$ cat src/rtl/mcfg_pkg.sv
package mcfg_pkg;

  localparam int DATA_W      = 32;
  localparam int CFG_EN_BIT  = 0;
  localparam int CFG_KIND_LSB = 1;
  localparam int CFG_KIND_W  = 3;
  localparam int CFG_BW_LSB  = 4;
  localparam int CFG_BW_W    = 2;
  localparam int CFG_SEL_LSB = 16;

  typedef enum logic [2:0] {
    MK_SDRAM = 3'd0,
    MK_SSRAM = 3'd1,
    MK_ASYNC = 3'd2,
    MK_SYNC  = 3'd3
  } mem_kind_e;

  localparam logic [DATA_W-1:0] TIM_SDRAM = 32'h07FF_03FF;
  localparam logic [DATA_W-1:0] TIM_SSRAM = 32'h0000_0003;
  localparam logic [DATA_W-1:0] TIM_ASYNC = 32'h03FF_FFFF;
  localparam logic [DATA_W-1:0] TIM_SYNC  = 32'h01FF_FFFF;

  typedef struct packed {
    logic ctl;
    logic poc;
    logic mask;
    logic pair;
    logic tim;
    logic none;
  } reg_dec_t;

  // Default timing word for a memory kind code
  function automatic logic [DATA_W-1:0] tim_default(input logic [CFG_KIND_W-1:0] kind);
    case (kind)
      MK_SDRAM: return TIM_SDRAM;
      MK_SSRAM: return TIM_SSRAM;
      MK_ASYNC: return TIM_ASYNC;
      MK_SYNC:  return TIM_SYNC;
      default:  return '0;
    endcase
  endfunction

  // Boot configuration word built from the strap nibble
  function automatic logic [DATA_W-1:0] cfg_from_strap(input logic [3:0] s);
    logic [DATA_W-1:0] w;
    w = '0;
    w[CFG_EN_BIT] = 1'b1;
    w[CFG_KIND_LSB +: CFG_KIND_W] = {1'b0, s[3:2]};
    w[CFG_BW_LSB +: CFG_BW_W] = s[1:0];
    return w;
  endfunction

  // Masked region compare of an address against pre-shifted mask and select
  function automatic logic region_hit(input logic [DATA_W-1:0] addr,
                                      input logic [DATA_W-1:0] mask_sh,
                                      input logic [DATA_W-1:0] sel_sh);
    return (addr & mask_sh) == sel_sh;
  endfunction

endpackage

$ cat src/rtl/mcfg_decode.sv
module mcfg_decode
  import mcfg_pkg::*;
#(
  parameter int NUM_CS = 8,
  parameter int OFF_W  = 8,
  localparam int IDX_W = $clog2(NUM_CS)
) (
  input  logic [OFF_W-1:0] off,
  output reg_dec_t         dec,
  output logic [IDX_W-1:0] idx
);

  localparam logic [OFF_W:0] CS_LO = (OFF_W+1)'(16);
  localparam logic [OFF_W:0] CS_HI = (OFF_W+1)'(16 + 8 * NUM_CS);

  logic [OFF_W:0] off_x;
  assign off_x = {1'b0, off};

  always_comb begin
    dec.ctl  = off_x[OFF_W:2] == (OFF_W-1)'(0);
    dec.poc  = off_x[OFF_W:2] == (OFF_W-1)'(1);
    dec.mask = off_x[OFF_W:2] == (OFF_W-1)'(2);
    dec.pair = (off_x >= CS_LO) && (off_x < CS_HI);
    dec.tim  = dec.pair && off_x[2];
    dec.none = !(dec.ctl || dec.poc || dec.mask || dec.pair);
    idx      = IDX_W'((off_x - CS_LO) >> 3);
  end

endmodule

$ cat src/rtl/mcfg_cs_match.sv
module mcfg_cs_match
  import mcfg_pkg::*;
#(
  parameter int NUM_CS    = 8,
  parameter int MASK_W    = 8,
  parameter int SEL_SHIFT = 22
) (
  input  logic [DATA_W-1:0] addr,
  input  logic [MASK_W-1:0] mask,
  input  logic [NUM_CS-1:0] en,
  input  logic [MASK_W-1:0] sel [NUM_CS],
  output logic [NUM_CS-1:0] cand
);

  logic [DATA_W-1:0] mask_sh;
  assign mask_sh = DATA_W'(mask) << SEL_SHIFT;

  for (genvar i = 0; i < NUM_CS; i++) begin : g_cs
    logic [DATA_W-1:0] sel_sh;
    assign sel_sh  = DATA_W'(sel[i]) << SEL_SHIFT;
    assign cand[i] = en[i] && region_hit(addr, mask_sh, sel_sh);
  end

endmodule

$ cat src/rtl/mcfg_prio.sv
module mcfg_prio #(
  parameter int N = 8
) (
  input  logic [N-1:0] req,
  output logic [N-1:0] gnt
);

  // Isolate the lowest set bit
  assign gnt = req & (~req + N'(1));

endmodule

$ cat src/rtl/mcfg_cs_bank.sv
module mcfg_cs_bank
  import mcfg_pkg::*;
#(
  parameter int              NUM_CS     = 8,
  parameter int              OFF_W      = 8,
  parameter int              MASK_W     = 8,
  parameter logic [MASK_W-1:0] MASK_VALID = 8'h7F,
  parameter int              SEL_SHIFT  = 22
) (
  input  logic              clk,
  input  logic              rst,
  input  logic [DATA_W-1:0] strap_i,
  input  logic [OFF_W-1:0]  reg_off,
  input  logic              reg_we,
  input  logic [DATA_W-1:0] reg_wdata,
  output logic [DATA_W-1:0] reg_rdata,
  output logic              warn_o,
  input  logic [DATA_W-1:0] sys_addr_i,
  output logic [NUM_CS-1:0] cs_sel_o
);

  localparam int IDX_W = $clog2(NUM_CS);

  reg_dec_t          dec;
  logic [IDX_W-1:0]  idx;

  logic [DATA_W-1:0] ctl_q;
  logic [DATA_W-1:0] poc_q;
  logic [MASK_W-1:0] mask_q;
  logic [DATA_W-1:0] cfg_q [NUM_CS];
  logic [DATA_W-1:0] tim_q [NUM_CS];
  logic              warn_q;

  // Named write events
  logic              wr_ctl, wr_poc, wr_mask;
  logic [NUM_CS-1:0] wr_cfg, wr_tim;
  logic              oor_hit;

  logic [NUM_CS-1:0] cs_en;
  logic [MASK_W-1:0] cs_sel [NUM_CS];
  logic [NUM_CS-1:0] cand_vec;

  mcfg_decode #(.NUM_CS(NUM_CS), .OFF_W(OFF_W)) u_dec (
    .off (reg_off),
    .dec (dec),
    .idx (idx)
  );

  assign wr_ctl  = reg_we && dec.ctl;
  assign wr_poc  = reg_we && dec.poc;
  assign wr_mask = reg_we && dec.mask;
  assign oor_hit = dec.none;

  always_ff @(posedge clk) begin
    if (rst) begin
      ctl_q  <= '0;
      poc_q  <= strap_i;
      mask_q <= '0;
      warn_q <= 1'b0;
    end else begin
      warn_q <= wr_poc;
      if (wr_ctl)  ctl_q  <= reg_wdata;
      if (wr_mask) mask_q <= reg_wdata[MASK_W-1:0] & MASK_VALID;
    end
  end

  for (genvar i = 0; i < NUM_CS; i++) begin : g_slot
    localparam logic [DATA_W-1:0] CFG_ZERO = '0;

    assign wr_cfg[i] = reg_we && dec.pair && !dec.tim && (idx == IDX_W'(i));
    assign wr_tim[i] = reg_we && dec.tim && (idx == IDX_W'(i));

    always_ff @(posedge clk) begin
      if (rst) begin
        if (i == 0) begin
          cfg_q[i] <= cfg_from_strap(strap_i[3:0]);
          tim_q[i] <= tim_default({1'b0, strap_i[3:2]});
        end else begin
          cfg_q[i] <= CFG_ZERO;
          tim_q[i] <= CFG_ZERO;
        end
      end else begin
        if (wr_cfg[i]) cfg_q[i] <= reg_wdata;
        if (wr_tim[i]) tim_q[i] <= reg_wdata;
      end
    end

    assign cs_en[i]  = cfg_q[i][CFG_EN_BIT];
    assign cs_sel[i] = cfg_q[i][CFG_SEL_LSB +: MASK_W];
  end

  always_comb begin
    reg_rdata = '0;
    if (dec.ctl)       reg_rdata = ctl_q;
    else if (dec.poc)  reg_rdata = poc_q;
    else if (dec.mask) reg_rdata = DATA_W'(mask_q);
    else if (dec.pair) reg_rdata = dec.tim ? tim_q[idx] : cfg_q[idx];
  end

  assign warn_o = warn_q;

  mcfg_cs_match #(.NUM_CS(NUM_CS), .MASK_W(MASK_W), .SEL_SHIFT(SEL_SHIFT)) u_match (
    .addr (sys_addr_i),
    .mask (mask_q),
    .en   (cs_en),
    .sel  (cs_sel),
    .cand (cand_vec)
  );

  mcfg_prio #(.N(NUM_CS)) u_prio (
    .req (cand_vec),
    .gnt (cs_sel_o)
  );

endmodule

$ cat config.mk
export PLATFORM = sky130hd
export DESIGN_NAME = mcfg_cs_bank
export DESIGN_NICKNAME = d
export VERILOG_FILES = /design/src/rtl/mcfg_pkg.sv /design/src/rtl/mcfg_decode.sv /design/src/rtl/mcfg_cs_match.sv /design/src/rtl/mcfg_prio.sv /design/src/rtl/mcfg_cs_bank.sv
export SDC_FILE = /design/constraint.sdc
export NUM_CORES = 1
export LEC_CHECK = 0
export BUFFER_PORTS_ARGS = -buffer_cell sky130_fd_sc_hd__buf_2
export CAP_MARGIN = 5
export CORE_ASPECT_RATIO = 0.9
export CORE_UTILIZATION = 61
export CTS_CLUSTER_DIAMETER = 40
export CTS_CLUSTER_SIZE = 16
export DETAILED_ROUTE_END_ITERATION = 8
export PLACE_DENSITY = 0.81
export SETUP_SLACK_MARGIN = 0.05
export SYNTH_ARGS = -nofsm -noshare
export SYNTH_HDL_FRONTEND = slang
export SYNTH_HIERARCHICAL = 1
export SYNTH_SLANG_ARGS = --single-unit
$ cat constraint.sdc
create_clock -name clk -period 4.5 [get_ports clk]
set_input_delay 0 -clock clk [delete_from_list [all_inputs] [get_ports clk]]
set_output_delay 0 -clock clk [all_outputs]
set_load 0.005 [all_outputs]
### Word level (Yosys, flattened, before mapping)

Memories as Yosys holds them, arrays and structs flattened.
Cells that the tools add are included.

* $add $sub $neg: 2
* magnitude comparators: 2
* equal/unequal tests: 20
* muxes and demuxes: 73
* bitwise logic cells: 19
* reductions and logical operators: 36

Operators by type and width (count)
* two-way mux 32 bit: 22
* == test 32 x 30 -> 1 bit: 8
* one-hot mux 32 bit (4 select lines): 1
* two-way mux 1 bit: 50
* AND 32 x 29 -> 32 bit: 1
* logical AND 1 bit: 32
* bitwise OR 1 bit: 16
* == test 3 bit, second input constant: 4
* adder 8 x 1 -> 8 bit, second input constant: 1
* AND 8 bit: 1
* >= comparator 8 x 5 -> 1 bit, second input constant: 1
* less-than comparator 8 x 7 -> 1 bit, second input constant: 1
* NOT 8 bit: 1
* logical NOT 7 bit: 1
* == test 3 x 2 -> 1 bit, second input constant: 2
* == test 6 x 1 -> 1 bit, second input constant: 1
* == test 6 x 2 -> 1 bit, second input constant: 1
* subtractor 6 x 5 -> 6 bit, second input constant: 1
* == test 2 bit, second input constant: 2
* == test 3 x 1 -> 1 bit, second input constant: 1
* logical NOT 3 bit: 1
* == test 2 x 1 -> 1 bit, second input constant: 1
* logical NOT 2 bit: 1
* logical NOT 1 bit: 1

* register bits: 72
* bits in writable memories: 512
* bits of input ports: 107
* output and inout bits: 41
* logic and storage cells: 158
* memories kept: 2

Memories
* cfg_q: depth 8, bits a word 32, rd ports 9, clocked after Yosys merged registers in 0, write ports 8, line mcfg_cs_bank.sv:30 `logic [DATA_W-1:0] cfg_q [NUM_CS];`
* tim_q: depth 8, bits a word 32, rd ports 1, clocked after Yosys merged registers in 0, write ports 8, line mcfg_cs_bank.sv:31 `logic [DATA_W-1:0] tim_q [NUM_CS];`

### Depth between registers and ports, before layout

* word-level depth: 10
* mapped depth: 11
* depth with buffers taken out: 8

### Hierarchy

The synthesis kept the hierarchy.

Modules (own cells, without submodules)
* mcfg_cs_bank: instances 1, cells an instance 1752, area an instance 26252.7 um^2, sequential area each 17136.4 um^2
* mcfg_cs_match: instances 1, cells an instance 104, area an instance 850.8 um^2, sequential area each 0.0 um^2
* mcfg_decode: instances 1, cells an instance 21, area an instance 140.1 um^2, sequential area each 0.0 um^2
* mcfg_prio: instances 1, cells an instance 10, area an instance 83.8 um^2, sequential area each 0.0 um^2

### Least setup slack after synthesis

OpenSTA, ideal clock, no wires.

* kind: input to register
* from: in reg_off[4]
* to: mem tim_q[5][0], enable pin
* library setup time: 428 ps
* arrival: 3230 ps
* required time: 4072 ps
* slack: 842 ps
* stages: 10
* path buffers: 4
* cells stage by stage: inv_1 -> ha_1 -> nor2b_1 -> nor4b_1 -> buf_2 -> clkbuf_1 -> buf_2 -> buf_2 -> nand3_1 -> o21bai_1

RTL lines
* from (decl): line mcfg_cs_bank.sv:13 `input logic [OFF_W-1:0] reg_off,`
* to (decl): line mcfg_cs_bank.sv:31

==> metrics.cfg <==
[run_status]
outcome=complete, no violations

[cells_and_area]
drive_gt1_share_pct=25.85
final_cell_mix=edfxtp_1, and2_1, mux4_2
syn_to_final_growth_pct=18.23
layout_commonest_cell=edfxtp_1
final_cells=2740
nets=2185
stdcell_area_um2=32290

[clocking]
hold_buffers=80
numCtsBuffers=76
cts_buffer_depth=3
ctsRootBufferMaster=clkbuf_16
post-cts-setup-buffer-count=0
cts.clk_slew.worst_paths_ns=0.07
cts_resized=0
h-tree-depth=3
cts_tree=built
numClockSinks=584
clk_latency_ns=0.60

[floorplan]
row_count=73
start_util_pct=61.78
dieWidth_um=225.0
io_pins=148
core_area_um2=44210
die_y_um=202.7
dieArea_um2=45620

[placed_design]
place_inst=2517
gp_congestion=0.8618
dp_hpwl_um=46180
place_area_um2=28850
port_buffers=123

[power_and_ir_drop]
power.total_w=0.01368
max-vdd-ir-drop_v=0.0002934
powerDensity_nw_per_um2=423.8
leakagePower_nw=11.60

[sta]
drv_slew=0
finalCriticalPeriod_ns=3.461
clock.fmax_mhz=288.9
worstMarginPinSlew_ns=1.148
slew_headroom_pct=23.13
fin_tns_setup_ns=0
finalHoldViolations=0
fin_skew_ns=0
min_period_over_period_pct=76.92
timing.hold.ws_ns=0.08942
setup_viol=0
rsz0062_at_grt=no

[critical_path]
startpoint_type=input port
required_ns=4.50
critical_path.endpoint_type=primary output
critPathMaxFanout=9
path_class=in2out
critical_path_arrival_ns=3.46

[route]
wl_um=78930
drt_first_iter_violations=2487
viasPerCell=6.542
wl_per_cell_um=28.81
dr.pass1.iters=6
ant_nets=0
route.detailed.drc=0
vias=17925

[global_route]
first_global_vias=18305
grt_overflow=0
grt_max_degree=109
grt_pass1_wl_um=115900
antenna_found_initial=0
grt_usage_pct=35.59

[synthesis]
netlist_area_um2=27310
ys_warn_count=6
avgSynthCellArea_um2=14.50
postSynthCellCount=1884
synth_fp_nets=1994

[run]
maxCapViolations=0

[hold_path]
hp-class=in2reg

## flip-flops by register name (all words and copies together) (netlist names)
register and flops:
cfg_q 256, mask_q 7, warn_o 1, poc_q 32, ctl_q 32, tim_q 256
## worst paths after layout
path,from,endpoint,slack [ns],depth (start not counted)
setup / recovery,reg_off[2],reg_rdata[30],1.04,12
hold / removal,strap_i[15],poc_q[15]$_DFFE_PP_,0.09,2
setup reg to reg,ctl_q[25]$_SDFFE_PP0P_,ctl_q[25]$_SDFFE_PP0P_,3.26,3
hold reg to reg,ctl_q[6]$_SDFFE_PP0P_,ctl_q[6]$_SDFFE_PP0P_,0.46,2
## where the power goes
part	leakage, nW	internal (W)	switching, W
sequential	5.52	0.00623	0.000112
clock	1.28	0.00368	0.00258
combinational	4.80	0.000447	0.000631
total	11.6	0.0104	0.00332
## critical path, cell delays in order
cell and delay (ns):
dlygate4sd3_1 0.53, buf_2 0.15, nor4_1 0.27, nand2_1 0.08, a211oi_1 0.22, buf_4 0.23, or3b_2 0.55, nor3_1 0.70
buf_4 0.31, a221oi_1 0.10, o21ai_0 0.13, buf_2 0.17
## layout make-up
class,count,area [um^2]
Inverter,6,27.53
Tap cell,600,750.7
Multi-Input combinational cell,1129,9646
Clock buffer,86,2002
Timing Repair Buffer,278,2091
Sequential cell,584,17140
Fill cell,2693,11920
Clock inverter,56,631.9
Antenna cell,1,2.502
## layer usage
metal	up-vias	wire length (um)	global-route usage (%)
met3	301	10230	10.26
met4	0	4028	17.81
met1	8916	26960	45.09
met5	-	0	0
met2	1340	37710	56.39
li1	7368	-	-
## stage by stage
step / utilization (%) / setup WS (ns)
global route: 73.03 / 0.9575
CTS: 73.03 / 1.081
detailed placement: 65.26 / 1.063
global placement: 65.26 / 1.089
finish: 73.04 / 1.039
floorplan: - / 0.8546
No activity file was read; power rests on OpenSTA's default activity.
